$ cat src/rtl/dma_chan_pkg.sv
package dma_chan_pkg;

    typedef enum logic [1:0] {
        AM_FIXED  = 2'd0,
        AM_UP     = 2'd1,
        AM_DOWN   = 2'd2,
        AM_HOLD   = 2'd3
    } amode_e;

    typedef enum logic [1:0] {
        US_BYTE = 2'd0,
        US_HALF = 2'd1,
        US_WORD = 2'd2,
        US_QUAD = 2'd3
    } usize_e;

    typedef struct packed {
        logic   burst;
        usize_e usize;
        amode_e dmode;
        amode_e smode;
        logic   irq_en;
        logic   err;
        logic   done;
        logic   en;
    } ctrl_t;

    typedef enum logic [1:0] {
        ST_IDLE = 2'd0,
        ST_ARB  = 2'd1,
        ST_XFER = 2'd2,
        ST_REL  = 2'd3
    } seq_e;

    localparam logic [1:0] IDX_SRC  = 2'd0;
    localparam logic [1:0] IDX_DST  = 2'd1;
    localparam logic [1:0] IDX_CNT  = 2'd2;
    localparam logic [1:0] IDX_CTRL = 2'd3;

    localparam int QUAD_BEATS = 4;

    function automatic logic [4:0] unit_bytes(input usize_e us);
        case (us)
            US_BYTE: unit_bytes = 5'd1;
            US_HALF: unit_bytes = 5'd2;
            US_WORD: unit_bytes = 5'd4;
            default: unit_bytes = 5'd16;
        endcase
    endfunction

    function automatic logic [3:0] align_mask(input usize_e us);
        case (us)
            US_BYTE: align_mask = 4'h0;
            US_HALF: align_mask = 4'h1;
            US_WORD: align_mask = 4'h3;
            default: align_mask = 4'hF;
        endcase
    endfunction

endpackage

$ cat src/rtl/dma_chan_agen.sv
module dma_chan_agen
    import dma_chan_pkg::*;
#(
    parameter int AW = 32
) (
    input  logic [AW-1:0] base,
    input  amode_e        mode,
    input  usize_e        usize,
    input  logic [1:0]    beat,
    output logic [AW-1:0] beat_addr,
    output logic [AW-1:0] next_addr
);
    logic [AW-1:0] step;

    always_comb begin
        step = AW'(unit_bytes(usize));
        if (usize == US_QUAD) begin
            beat_addr = base + AW'({beat, 2'b00});
            next_addr = base + AW'(16);
        end else begin
            beat_addr = base;
            case (mode)
                AM_UP:   next_addr = base + step;
                AM_DOWN: next_addr = base - step;
                default: next_addr = base;
            endcase
        end
    end
endmodule

$ cat src/rtl/dma_chan_regs.sv
module dma_chan_regs
    import dma_chan_pkg::*;
#(
    parameter int AW = 32,
    parameter int CW = 16
) (
    input  logic          clk,
    input  logic          rst,
    input  logic          wr_en,
    input  logic [1:0]    wr_idx,
    input  logic [31:0]   wr_data,
    input  logic [1:0]    rd_idx,
    output logic [31:0]   rd_data,
    input  logic          busy,
    input  logic [AW-1:0] src_nxt,
    input  logic [AW-1:0] dst_nxt,
    input  logic          unit_done,
    input  logic          set_done,
    input  logic          set_err,
    output logic [AW-1:0] src,
    output logic [AW-1:0] dst,
    output logic [CW-1:0] cnt,
    output ctrl_t         ctrl
);
    logic last_unit;
    assign last_unit = unit_done && (cnt == CW'(1));

    always_ff @(posedge clk) begin
        if (rst) begin
            src  <= '0;
            dst  <= '0;
            cnt  <= '0;
            ctrl <= '0;
        end else begin
            if (wr_en && !busy) begin
                case (wr_idx)
                    IDX_SRC: src <= wr_data[AW-1:0];
                    IDX_DST: dst <= wr_data[AW-1:0];
                    IDX_CNT: cnt <= wr_data[CW-1:0];
                    default: begin
                        ctrl.en     <= wr_data[0];
                        ctrl.done   <= ctrl.done & ~wr_data[1];
                        ctrl.err    <= ctrl.err & ~wr_data[2];
                        ctrl.irq_en <= wr_data[3];
                        ctrl.smode  <= amode_e'(wr_data[5:4]);
                        ctrl.dmode  <= amode_e'(wr_data[7:6]);
                        ctrl.usize  <= usize_e'(wr_data[9:8]);
                        ctrl.burst  <= wr_data[10];
                    end
                endcase
            end
            if (unit_done) begin
                src <= src_nxt;
                dst <= dst_nxt;
                cnt <= cnt - CW'(1);
            end
            if (last_unit || set_done) begin
                ctrl.done <= 1'b1;
                ctrl.en   <= 1'b0;
            end
            if (set_err) begin
                ctrl.err <= 1'b1;
                ctrl.en  <= 1'b0;
            end
        end
    end

    always_comb begin
        case (rd_idx)
            IDX_SRC: rd_data = 32'(src);
            IDX_DST: rd_data = 32'(dst);
            IDX_CNT: rd_data = 32'(cnt);
            default: rd_data = 32'(ctrl);
        endcase
    end

    // an alignment fault leaves the count where it was
    p_err_keeps_cnt_r8: assert property (@(posedge clk) disable iff (rst)
        set_err |=> cnt == $past(cnt));

    // done only ever rises with the count at zero
    p_done_at_zero_r7: assert property (@(posedge clk) disable iff (rst)
        $rose(ctrl.done) |-> cnt == '0);

    // a 16-byte unit advances the source by exactly 16
    p_quad_step_r4: assert property (@(posedge clk) disable iff (rst)
        (unit_done && ctrl.usize == US_QUAD) |=> src == $past(src) + AW'(16));
endmodule

$ cat src/rtl/dma_chan_seq.sv
module dma_chan_seq
    import dma_chan_pkg::*;
#(
    parameter int AW = 32,
    parameter int CW = 16
) (
    input  logic          clk,
    input  logic          rst,
    input  ctrl_t         ctrl,
    input  logic [CW-1:0] cnt,
    input  logic [AW-1:0] src,
    input  logic [AW-1:0] dst,
    input  logic [AW-1:0] src_beat,
    input  logic [AW-1:0] dst_beat,
    input  logic          m_gnt,
    input  logic          m_ready,
    input  logic [31:0]   m_rdata,
    output logic          m_req,
    output logic          m_valid,
    output logic          m_we,
    output logic [1:0]    m_size,
    output logic [AW-1:0] m_addr,
    output logic [31:0]   m_wdata,
    output logic [1:0]    beat,
    output logic          busy,
    output logic          unit_done,
    output logic          set_done,
    output logic          set_err
);
    seq_e        state;
    logic        phase_wr;
    logic [31:0] dbuf [QUAD_BEATS];
    logic        start, misalign, last_beat, quad, done_xfer;
    logic [3:0]  amask;

    assign quad      = (ctrl.usize == US_QUAD);
    assign amask     = align_mask(ctrl.usize);
    assign misalign  = |(src[3:0] & amask) || |(dst[3:0] & amask);
    assign start     = (state == ST_IDLE) && ctrl.en && !ctrl.done && !ctrl.err;
    assign last_beat = !quad || (beat == 2'd3);

    always_comb begin
        set_done  = start && (cnt == '0);
        set_err   = start && (cnt != '0) && misalign;
        m_req     = (state == ST_ARB) || (state == ST_XFER);
        m_valid   = (state == ST_XFER);
        m_we      = phase_wr;
        m_addr    = phase_wr ? dst_beat : src_beat;
        m_wdata   = dbuf[beat];
        m_size    = quad ? 2'(US_WORD) : 2'(ctrl.usize);
        unit_done = m_valid && m_ready && phase_wr && last_beat;
        done_xfer = unit_done && (cnt == CW'(1));
        busy      = (state != ST_IDLE);
    end

    always_ff @(posedge clk) begin
        if (rst) begin
            state    <= ST_IDLE;
            phase_wr <= 1'b0;
            beat     <= '0;
        end else begin
            case (state)
                ST_IDLE: begin
                    phase_wr <= 1'b0;
                    beat     <= '0;
                    if (start && cnt != '0 && !misalign) state <= ST_ARB;
                end
                ST_ARB: if (m_gnt) state <= ST_XFER;
                ST_XFER: if (m_ready) begin
                    if (last_beat) begin
                        beat     <= '0;
                        phase_wr <= ~phase_wr;
                    end else begin
                        beat <= beat + 2'd1;
                    end
                    if (done_xfer)        state <= ST_IDLE;
                    else if (!ctrl.burst) state <= ST_REL;
                end
                default: state <= ST_ARB;
            endcase
        end
    end

    always_ff @(posedge clk) begin
        if (state == ST_XFER && m_ready && !phase_wr) dbuf[beat] <= m_rdata;
    end

    // cycle-steal gives the bus back right after every access
    p_steal_release_r5: assert property (@(posedge clk) disable iff (rst)
        (m_valid && m_ready && !ctrl.burst) |=> !m_req);

    // burst keeps driving accesses until the transfer ends
    p_burst_hold_r6: assert property (@(posedge clk) disable iff (rst)
        (m_valid && m_ready && ctrl.burst && !done_xfer) |=> (m_req && m_valid));

    // every access on the bus is aligned to its width
    p_aligned_access_r3: assert property (@(posedge clk) disable iff (rst)
        m_valid |-> ((m_size == 2'd2 && m_addr[1:0] == 2'b00) ||
                     (m_size == 2'd1 && m_addr[0] == 1'b0) ||
                     (m_size == 2'd0)));

    // a rejected start never reaches the bus
    p_fault_no_req_r8: assert property (@(posedge clk) disable iff (rst)
        set_err |=> !m_req);
endmodule

$ cat src/rtl/dma_xfer_chan.sv
module dma_xfer_chan
    import dma_chan_pkg::*;
#(
    parameter int AW = 32,
    parameter int CW = 16
) (
    input  logic          clk,
    input  logic          rst,
    input  logic          cfg_we,
    input  logic [1:0]    cfg_widx,
    input  logic [31:0]   cfg_wdata,
    input  logic [1:0]    cfg_ridx,
    output logic [31:0]   cfg_rdata,
    output logic          irq,
    output logic          m_req,
    input  logic          m_gnt,
    output logic          m_valid,
    output logic          m_we,
    output logic [1:0]    m_size,
    output logic [AW-1:0] m_addr,
    output logic [31:0]   m_wdata,
    input  logic [31:0]   m_rdata,
    input  logic          m_ready
);
    logic [AW-1:0] src, dst, src_beat, dst_beat, src_nxt, dst_nxt;
    logic [CW-1:0] cnt;
    ctrl_t         ctrl;
    logic [1:0]    beat;
    logic          busy, unit_done, set_done, set_err;

    dma_chan_regs #(.AW(AW), .CW(CW)) regs_i (
        .clk(clk), .rst(rst),
        .wr_en(cfg_we), .wr_idx(cfg_widx), .wr_data(cfg_wdata),
        .rd_idx(cfg_ridx), .rd_data(cfg_rdata),
        .busy(busy), .src_nxt(src_nxt), .dst_nxt(dst_nxt),
        .unit_done(unit_done), .set_done(set_done), .set_err(set_err),
        .src(src), .dst(dst), .cnt(cnt), .ctrl(ctrl)
    );

    dma_chan_agen #(.AW(AW)) src_gen_i (
        .base(src), .mode(ctrl.smode), .usize(ctrl.usize), .beat(beat),
        .beat_addr(src_beat), .next_addr(src_nxt)
    );

    dma_chan_agen #(.AW(AW)) dst_gen_i (
        .base(dst), .mode(ctrl.dmode), .usize(ctrl.usize), .beat(beat),
        .beat_addr(dst_beat), .next_addr(dst_nxt)
    );

    dma_chan_seq #(.AW(AW), .CW(CW)) seq_i (
        .clk(clk), .rst(rst), .ctrl(ctrl), .cnt(cnt),
        .src(src), .dst(dst), .src_beat(src_beat), .dst_beat(dst_beat),
        .m_gnt(m_gnt), .m_ready(m_ready), .m_rdata(m_rdata),
        .m_req(m_req), .m_valid(m_valid), .m_we(m_we), .m_size(m_size),
        .m_addr(m_addr), .m_wdata(m_wdata), .beat(beat), .busy(busy),
        .unit_done(unit_done), .set_done(set_done), .set_err(set_err)
    );

    assign irq = ctrl.done && ctrl.irq_en;

    // interrupt follows the done flag gated by its enable
    p_irq_needs_done_r9: assert property (@(posedge clk) disable iff (rst)
        irq |-> (cfg_ridx != 2'd3 || cfg_rdata[1]));
endmodule

$ cat config.mk
export PLATFORM = sky130hd
export DESIGN_NAME = dma_xfer_chan
export DESIGN_NICKNAME = d
export VERILOG_FILES = /design/src/rtl/dma_chan_pkg.sv /design/src/rtl/dma_chan_agen.sv /design/src/rtl/dma_chan_regs.sv /design/src/rtl/dma_chan_seq.sv /design/src/rtl/dma_xfer_chan.sv
export SDC_FILE = /design/constraint.sdc
export NUM_CORES = 1
export LEC_CHECK = 0
export ABC_CLOCK_PERIOD_IN_PS = 5100
export BUFFER_PORTS_ARGS = -buffer_cell sky130_fd_sc_hd__buf_2
export CORE_MARGIN = 4
export CORE_UTILIZATION = 57
export DETAILED_ROUTE_END_ITERATION = 6
export HOLD_SLACK_MARGIN = 0.05
export PLACE_DENSITY_LB_ADDON = 0.1
export SKIP_CTS_REPAIR_TIMING = 1
export SYNTH_ARGS = -nofsm -noshare
export SYNTH_HDL_FRONTEND = slang
export SYNTH_SLANG_ARGS = --single-unit
$ cat constraint.sdc
create_clock -name clk -period 5.1 [get_ports clk]
set_input_delay 0.51 -clock clk [delete_from_list [all_inputs] [get_ports clk]]
set_output_delay 0.51 -clock clk [all_outputs]
set_load 0.02 [all_outputs]
==> flow_metrics.py <==
metrics = {
    "outcome": {
        "status": "completed",
    },
    "yosys": {
        "ys_types": 83,
        "synthFlopType": "edfxtp_1",
        "synth_top_family_by_area": "compound AO/OA/AOI/OAI gates",
        "netlist_instances": 1749,
        "synth_nets": 1905,
        "synth_edf_count": 128,
        "yosysWarnings": 0,
        "synthMuxAreaShare_pct": 7.96,
        "synth_area_sq_mm": 0.0158,
        "yosysSeqAreaShare_pct": 36.8,
        "async_flop_share_pct": 0,
        "synth-simple-area-share_pct": 17.6,
        "ys_ff_latch": 226,
        "synth.avg_cell_area_sq_um": 9.03,
        "synth_compound_area_share_pct": 19.0,
        "synth_fa_ha_area_share_pct": 6.77,
        "synth_xor_area_share_pct": 8.21,
    },
    "clock_network": {
        "cts_tree": "built",
        "htreeDepth": 1,
        "cts_buffers": 26,
        "root_buffer": "clkbuf_16",
        "insertion_delay_ps": 540,
        "clockBufferDepth": 3,
        "cts.sinks": 226,
        "cts.reportedPaths.clkPinSlew_ps": 70,
    },
    "global_routing": {
        "grt-ovfl-total": 0,
        "grt_first_pass_wirelength_um": 78100,
        "grt_pass1_vias": 13889,
        "grtUsageTotal_pct": 31.9,
        "antenna_found_initial": 0,
        "grt_max_degree": 68,
    },
    "power_and_ir_drop": {
        "comb_power_share_pct": 14.6,
        "switchingPower_mw": 1.35,
        "max-vdd-ir-drop_uv": 239,
        "p_clk_share_pct": 41.0,
        "pwr-share-seq_pct": 44.4,
        "powerDensity_mw_per_mm2": 263,
        "swShare_pct": 28.8,
        "p_int_mw": 3.33,
        "leakage_nw": 6.99,
    },
    "worst_setup_path": {
        "endpoint_kind": "output port",
        "required_ps": 4590,
        "path_class": "flip-flop to output port",
        "crit_fanout": 27,
        "critPathLaunchType": "flip-flop",
        "cp.arrival_ps": 3670,
    },
    "floorplan": {
        "die_h_um": 174,
        "initial_core_util_pct": 58.3,
        "dieArea_sq_mm": 0.0304,
        "die_x_um": 174,
        "io-pin-count": 175,
        "num_rows": 60,
        "core-area_sq_mm": 0.0271,
    },
    "worst_hold_path": {
        "worstHoldPathType": "input port to flip-flop",
    },
    "flow_run": {
        "cap_violations": 0,
    },
    "timing": {
        "max_freq_mhz": 239,
        "setup_viol_count_final": 0,
        "hold_slack_ps": 181,
        "slew_viol_final": 0,
        "hold_viol": 0,
        "tightest_slew_ps": 1080,
        "maxSlewHeadroom_pct": 27.8,
        "rsz0062_at_grt": "false",
        "post-route-min-period_ps": 4180,
        "fin_skew_ps": 10.6,
        "finalSetupTns_ps": 0,
        "fin_crit_sh_pct": 81.9,
    },
    "route": {
        "drt-total-wl_um": 50800,
        "drc": 0,
        "vias": 14462,
        "drt.antenna.violating_nets": 0,
        "dr.pass1.iters": 7,
        "vias_per_cell": 6.42,
        "drt_iter0_markers": 1407,
        "post_drt_wl_per_cell_um": 22.6,
    },
    "cells_and_area": {
        "layout-drive-gt1-share_pct": 17.0,
        "n_antenna_cell": 0,
        "fillers": 2309,
        "synthToLayoutAreaGrowth_pct": 12.4,
        "layout.nets": 2015,
    },
    "place": {
        "io_buffers": 174,
        "gp_congestion": 0.998,
        "dp_hpwl_um": 37500,
    },
}
[sequential cells by signal, summed over array words and instances, names as in the netlist, named ones only]
signal,cells
seq_i.dbuf,128
regs_i.dst,32
regs_i.src,32
regs_i.cnt,16
regs_i.ctrl,11
seq_i.beat,2
seq_i.state,2
seq_i.m_we,1
[critical path: stages (launching register included)]
cell	delay [ps]
dfxtp_1	550
nand2_1	330
buf_4	340
nor2_1	470
nand2_1	170
nor2_1	310
and3_1	270
nand3_1	110
xnor2_1	180
nor2_1	50
a21oi_1	140
buf_2	180
[cells in the final DEF (no fill, tap or decap), drive strengths merged, types with 8 or more instances in the layout]
cell / Yosys / final
buf: 31 / 200
nor2: 191 / 191
nand2: 182 / 182
a21oi: 156 / 156
edfxtp: 128 / 128
o21ai: 110 / 110
dfxtp: 98 / 98
xnor2: 86 / 86
ha: 79 / 79
xor2: 62 / 62
nor3: 49 / 49
mux4: 44 / 44
nand3: 42 / 42
a21o: 38 / 38
inv: 34 / 37
clkbuf: 87 / 31
o211ai: 28 / 28
a211oi: 27 / 27
mux2i: 24 / 24
and3: 24 / 24
nand4: 23 / 23
nor4: 16 / 16
nand2b: 13 / 13
o21bai: 13 / 13
and2: 13 / 13
a31oi: 12 / 12
a311oi: 12 / 12
nor2b: 11 / 11
o22ai: 11 / 11
o21a: 10 / 10
clkinv: 0 / 9
o31ai: 8 / 8
a2111oi: 8 / 8
[metal layers]
metal / routed length [um] / share of wire (%) / global-route usage, %
met1: 20400 / 40 / 42.2
met2: 23800 / 47 / 53.0
met3: 4280 / 8.4 / 4.46
met4: 2290 / 4.5 / 13.3
met5: 0 / 0 / 0
[cell usage after synthesis (38+ instances only)]
cell type / n / area share (%)
nor2_1: 190 / 4.5
nand2_1: 181 / 4.3
a21oi_1: 155 / 4.9
edfxtp_1: 128 / 24
dfxtp_1: 98 / 12
o21ai_0: 89 / 2.8
clkbuf_1: 86 / 2.0
xnor2_1: 86 / 4.8
ha_1: 79 / 6.3
xor2_1: 62 / 3.4
nor3_1: 46 / 1.5
mux4_2: 44 / 6.3
nand3_1: 41 / 1.3
a21o_1: 38 / 1.8
[power groups by stage]
| stage | logic, mW | clock network, mW | registers (mW) |
|---|---|---|---|
| after global placement | 0.656 | 0 | 2.11 |
| after detailed placement | 0.667 | 0 | 2.11 |
| after CTS | 0.672 | 1.93 | 2.07 |
| after global routing | 0.738 | 2.01 | 2.08 |
| after floorplan | 0.490 | 0 | 2.05 |
| final | 0.683 | 1.91 | 2.08 |
[final cells by class]
| class | instances | area [sq um] | area share, % |
|---|---|---|---|
| clock buffer | 31 | 669 | 3.77 |
| clock inverter | 17 | 194 | 1.09 |
| sequential | 226 | 5810 | 32.7 |
| tap | 372 | 465 | 2.62 |
| inverter | 34 | 128 | 0.719 |
| multi-input combinational | 1371 | 9420 | 53.1 |
| timing repair buffer | 200 | 1070 | 6.02 |
[cells by family after synthesis]
group           count (synthesis)
flops                         226
fa+ha+maj                      83
buf+inv                       152
mux                            70
compound gates                476
simple gates                  594
xor+xnor                      148
[path summary, 6_finish.rpt]
check | cells after the start | to | startpoint | slack [ps]
setup / recovery | 11 | m_addr[27] | regs_i.ctrl[9] | 920
hold / removal | 1 | seq_i.dbuf[1][27] | m_rdata[27] | 180
setup reg to reg | 13 | regs_i.src[28] | regs_i.ctrl[5] | 1120
hold reg to reg | 2 | regs_i.ctrl[6] | regs_i.ctrl[6] | 480
[stage by stage]
stage	utilization (%)	std cells	setup WS (ps)	total power [mW]	area, sq um
after floorplan	-	1749	1400	2.54	15800
after global placement	62.3	2203	1300	2.77	16900
after detailed placement	62.3	2203	1240	2.78	16900
after global routing	65.5	2251	782	4.83	17800
after CTS	65.5	2251	1050	4.67	17800
final	65.5	2251	921	4.67	17800
Power figures use the tool's default switching activity.
